**config.mk**
```make
export PLATFORM = sky130hd
export DESIGN_NAME = scan_tap
export DESIGN_NICKNAME = d
export VERILOG_FILES = /design/src/rtl/scan_tap.sv
export SDC_FILE = /design/constraint.sdc
export NUM_CORES = 1
export LEC_CHECK = 0
export ABC_CLOCK_PERIOD_IN_PS = 2600
export CORE_ASPECT_RATIO = 1.75
export CORE_MARGIN = 10
export CORE_UTILIZATION = 55
export CTS_CLUSTER_DIAMETER = 100
export DETAILED_ROUTE_END_ITERATION = 8
export GPL_ROUTABILITY_DRIVEN = 0
export PLACE_DENSITY = 0.8
export SYNTH_ARGS = -nofsm -noshare
export SYNTH_HDL_FRONTEND = slang
export SYNTH_SLANG_ARGS = --single-unit
```
**constraint.sdc**
```tcl
create_clock -name tck -period 2.6 [get_ports tck]
set_clock_uncertainty 0.1 [all_clocks]
set_input_delay 0.52 -clock tck [delete_from_list [all_inputs] [get_ports tck]]
set_output_delay 0.52 -clock tck [all_outputs]
set_load 0.02 [all_outputs]
```
**src/rtl/scan_tap.sv**
```systemverilog
module scan_tap #(
  parameter int BSR_LEN = 16,
  parameter int PIN_CNT = 12,
  parameter logic [BSR_LEN-1:0] CELL_DEF = 16'hA000,
  parameter logic [31:0] ID_VALUE = 32'h1A2B3C4C
) (
  input  logic               tck,
  input  logic               trst_n,
  input  logic               tms,
  input  logic               tdi,
  input  logic [PIN_CNT-1:0] pin_sample,
  output logic               tdo,
  output logic               tdo_en,
  output logic [BSR_LEN-1:0] bs_drive,
  output logic               ovr_en,
  output logic               hiz
);
  typedef enum logic [3:0] {
    TLR, RTI, SEL_DR, CAP_DR, SH_DR, EX1_DR, PA_DR, EX2_DR, UP_DR,
    SEL_IR, CAP_IR, SH_IR, EX1_IR, PA_IR, EX2_IR, UP_IR
  } st_t;

  localparam logic [2:0] OP_EXTEST = 3'b000;
  localparam logic [2:0] OP_ID     = 3'b001;
  localparam logic [2:0] OP_HIZ    = 3'b010;
  localparam logic [2:0] OP_SAMPLE = 3'b100;

  st_t state, nxt;
  logic [2:0] ir, ir_sr;
  logic byp;
  logic [31:0] id_sr;
  logic [BSR_LEN-1:0] bsr_sr, bsr_cap;

  wire sel_id  = (ir == OP_ID);
  wire sel_bsr = (ir == OP_EXTEST) || (ir == OP_SAMPLE) || (ir == OP_HIZ);
  wire sel_byp = !sel_id && !sel_bsr;
  wire dr_out  = sel_id ? id_sr[0] : (sel_bsr ? bsr_sr[0] : byp);

  assign ovr_en   = (ir == OP_EXTEST);
  assign hiz      = (ir == OP_HIZ);

  for (genvar i = 0; i < BSR_LEN; i++) begin : g_cell
    if (i < PIN_CNT) begin : g_pin
      assign bsr_cap[i] = pin_sample[i];
    end else begin : g_def
      assign bsr_cap[i] = CELL_DEF[i];
    end
  end

  always_comb begin
    case (state)
      TLR:     nxt = tms ? TLR    : RTI;
      RTI:     nxt = tms ? SEL_DR : RTI;
      SEL_DR:  nxt = tms ? SEL_IR : CAP_DR;
      CAP_DR:  nxt = tms ? EX1_DR : SH_DR;
      SH_DR:   nxt = tms ? EX1_DR : SH_DR;
      EX1_DR:  nxt = tms ? UP_DR  : PA_DR;
      PA_DR:   nxt = tms ? EX2_DR : PA_DR;
      EX2_DR:  nxt = tms ? UP_DR  : SH_DR;
      UP_DR:   nxt = tms ? SEL_DR : RTI;
      SEL_IR:  nxt = tms ? TLR    : CAP_IR;
      CAP_IR:  nxt = tms ? EX1_IR : SH_IR;
      SH_IR:   nxt = tms ? EX1_IR : SH_IR;
      EX1_IR:  nxt = tms ? UP_IR  : PA_IR;
      PA_IR:   nxt = tms ? EX2_IR : PA_IR;
      EX2_IR:  nxt = tms ? UP_IR  : SH_IR;
      default: nxt = tms ? SEL_DR : RTI;
    endcase
  end

  always_ff @(posedge tck or negedge trst_n) begin
    if (!trst_n) begin
      state  <= TLR;
      ir_sr  <= '0;
      byp    <= 1'b0;
      id_sr  <= '0;
      bsr_sr <= '0;
    end else begin
      state <= nxt;
      case (state)
        CAP_IR: ir_sr <= 3'b001;
        SH_IR:  ir_sr <= {tdi, ir_sr[2:1]};
        CAP_DR: begin
          if (sel_byp) byp <= 1'b0;
          if (sel_id)  id_sr <= ID_VALUE | 32'd1;
          if (sel_bsr) bsr_sr <= bsr_cap;
        end
        SH_DR: begin
          if (sel_byp) byp <= tdi;
          if (sel_id)  id_sr <= {tdi, id_sr[31:1]};
          if (sel_bsr) bsr_sr <= {tdi, bsr_sr[BSR_LEN-1:1]};
        end
        default: ;
      endcase
    end
  end

  always_ff @(negedge tck or negedge trst_n) begin
    if (!trst_n) begin
      ir       <= OP_ID;
      tdo      <= 1'b0;
      tdo_en   <= 1'b0;
      bs_drive <= '0;
    end else begin
      if (state == TLR) ir <= OP_ID;
      else if (state == UP_IR) ir <= ir_sr;
      if (state == UP_DR && (ir == OP_EXTEST || ir == OP_SAMPLE)) bs_drive <= bsr_sr;
      tdo_en <= (state == SH_IR) || (state == SH_DR);
      tdo    <= (state == SH_IR) ? ir_sr[0] : dr_out;
    end
  end
endmodule

```
==> results <==
- The flow ran to the end, but the final reports show violations.
- The final reports fail on negative setup slack.
- The routed layout has 2,396 vias.
- The die is 78.2 um wide.
- The count of buffers added on input and output ports is 35.
- The final HPWL from detailed placement is 4640 um.
- The post-synthesis cell type count is 44.
- The CTS root buffer is clkbuf_8.
- Summing every instance area after synthesis gives 0.00326 sq mm.
- For the worst setup path, the data required time is 1.98 ns.
- The highest-delay cell along the critical path is dfstp_2.
- The final-layout fill cell count is 364.
- TritonCTS created 9 clock buffers.
- Including well taps, the total number of placed cells is 388.
- Once layout is complete, the utilization of the core stands at 76.3%.
- The transition time at the pin with the least slew margin is 0.661 ns.
- The floorplan step defined a die boundary enclosing 0.00954 sq mm.
- The DRC violation count after routing is 0.
- The total of flip-flops plus latches after synthesis is 77.
- TritonCTS built the clock tree.
- The clock tree buffer depth is 2.
- Compared with the post-synthesis result, the final layout area differs by 36.4%.
- The number of hold violations in the final report is 0.
- The worst register-to-register path ends at id_sr[1].
- The final layout contains 362 nets.
- The first detailed-routing pass took 4 iterations.
- The kind of end point of the critical path is a primary output.
- In the global route stage, overall resource usage came out at 16.3%.
- In this run the worst path has a maximum fanout of 5.
- Yosys attributes the largest share of cell area to dfrtp_1, dfrtn_1, mux2_2.
- Dividing the detail-routed via count by the number of cells gives 5.59.
- The prevailing post-synth register cell is dfrtp_1.
- The synthesized design spends more area on one cell type than any other, namely dfrtp_1.
- After detailed routing, the average wire length per cell comes to 18.2 um.
- The clock sink count is 77.
- On the worst path, the slowest cell contributes a delay of 0.57 ns.
- The power per cell area is 1080 mW/mm^2.
- For this block, the initial DRC count from the detailed router was 215.
- The floorplan has 37 rows.
- After global routing the overflow that remains totals 0.
- The worst min-delay path category is flop to flop.
- The data arrival time at the worst-slack endpoint is 2.46 ns.
- The total area inside the core boundary comes to 0.00583 sq mm.
- The reported leakage power is 0.00202 uW.
- The number of antenna diodes in the final layout is 0.
- The cell count of the worst hold path is 1.
- Once detail routing completed, the nets flagged for antenna violations numbered 0.
- Counting flops with a built-in enable in the synthesized netlist gives 0.
- The count of maximum capacitance violations is 0.
- The die extent in y is 122 um.
- The synthesized netlist net count is 289.
- The initial cell density of the core is 55.9%.
- After the flow finishes, the layout carries non-filler instances totaling 429.
- The launch point of the worst reg-to-reg path is ir[0].
- The share of the Yosys chip area taken by registers is 59.1%.
- Setup repair after global routing could not meet its margin everywhere.
- The later-pin clock latency in the skew report is 0.38 ns.
- The total number of yosys warnings is 0.
- The count of endpoints failing setup in the final report is 87.
- The design draws 4810 uW.
- STA classifies the critical path startpoint as a flop.
- The ratio of cells with drive above 1 in the final layout is 36.5%.
- The number of antenna violations at the first check in global routing is 0.
- Across all setup checks in the final design, the least slack found is -0.483 ns.
- The signal on the critical path passes through nor3b_2 > buf_4.
- The critical path is of the flop to primary output type.
- The register-to-register path setup slack is -0.43 ns.
- After clock tree synthesis, the clock-pin slew on the worst setup and hold paths is 0.05 ns.
- The area share of the largest cell type after synthesis is 42.9%.
- The beginning of the worst hold path is bs_drive[9].
- The first global-routing pass estimated 12,200 um of wire.
- Counting flops with an async set or reset pin after synthesis yields a share of 100%.
- Entering global routing, the biggest net connects 33 pins.
- The depth of the worst register-to-register path is 3.
- In this run the tightest slew margin relative to its limit is 55.8%.
- The number of global-route vias before repair was 2,449.
- Setup total negative slack on the finished layout was measured at -25.83 ns.
- In the post-synthesis netlist, the cell with the most instances is dfrtp_1.
- The average instance area after synthesis is 12.0 sq um.
- The H-tree was split into 3 levels.
- The total count of max-transition violations in the final report is 0.
- In this run the count of I/O pins placed on the die edge is 36.
- The total wire length is 7820 um.
- The terminating pin of the worst hold path is bs_drive[9].
- The final hold slack is 0.375 ns.
- VDD sags by at most 0.639 mV.
- Synthesis produced 273 cells.
- The commonest cells after synthesis are dfrtp_1, nand2_1, o21ai_0.
-- power breakdown --
group	internal [uW]	switching (uW)	total (uW)	leakage (uW)
logic	1010	916	1920	0.000974
clock network	429	444	874	0.000100
registers	1660	351	2010	0.000942
-- registers in the layout, indices dropped and copies added, names as in the netlist --
name	flops
tdo_en	1
bs_drive	16
ir_sr	3
byp	1
bsr_sr	16
state	4
ir	3
tdo	1
id_sr	32
-- cell usage in the layout, fill, tap and decap left out, drive strengths merged, types with 2 or more instances in the layout --
cell and count:
a21oi 7, clkinvlp 2, o22a 17, a21o 2, nand3 4, mux2 16
nor3 3, and3 2, nand2b 4, buf 67, or2 5, o21ai 25
mux2i 12, dfrtn 20, a32oi 2, a32o 2, inv 7, nor2 11
dfrtp 56, clkbuf 12, o22ai 2, a311oi 2, nand2 25, clkdlybuf4s50 14
a22o 17
-- cells by family (layout without fill, tap and decap cells) --
group,after synthesis,in the layout,share of synthesized area [%]
AOI/OAI and AO/OA,80,80,17.6
DFF,77,77,59.1
and+or+nand+nor,59,61,9.39
muxes,28,28,9.20
buffers and inverters,28,104,4.41
xor gates and xnor gates,1,1,0.268
-- per-stage QoR --
stage               worst slack [ns]  instance area [sq um]
floorplan                     -0.434                   3340
global placement              -0.532                   3870
detailed placement            -0.558                   3870
CTS                           -0.496                   4300
global route                  -0.532                   4450
finish                        -0.483                   4450
-- worst max path at each step --
| stage | from | to | slack, ns | depth (start not counted) |
|---|---|---|---|---|
| 2_1_floorplan | ir[0] | id_sr[14] | -0.43 | 5 |
| 3_3_place_gp | ir[1] | hiz | -0.53 | 2 |
| 3_5_place_dp | ir[1] | hiz | -0.56 | 2 |
| 4_1_cts | ir[0] | hiz | -0.50 | 2 |
| 5_1_grt | ir[0] | hiz | -0.53 | 2 |
| 6_report | ir[0] | hiz | -0.48 | 2 |
-- what timing repair did --
item / 4_1_cts / 5_1_grt
hold endpoints to repair: 8 / 0
hold buffers: 1 / 0
setup buffers: 11 / 10
endpoints found under the setup margin: 89 / 89
gates cloned: 3 / 2
gates resized for setup: 143 / 26
pin swaps: 19 / 10
-- layout make-up --
cell class                 count  area [sq um]  area share, %
timing repair buffer          82           886           19.9
clock buffer                  12           165           3.71
sequential                    77          1930           43.4
clock inverter                 5          33.8          0.759
multi-input combinational    170          1320           29.7
tap                           78          97.6           2.19
inverter                       5          18.8          0.422
-- critical path, delay by kind of cell, from the launching register on --
kind	cells	cell delay, ns
buf+inv	1	0.16
flops	1	0.57
simple gates	1	0.06
-- metal layers --
layer	routed length, um	track usage (%)	up-vias	part of all wire (%)
li1	-	-	1138	-
met1	2940	17.8	1179	38
met2	4290	27.4	61	55
met3	335	4.87	18	4.3
met4	256	9.57	0	3.3
met5	0	0	-	0
Note: power is estimated with default switching activity, not from simulation.
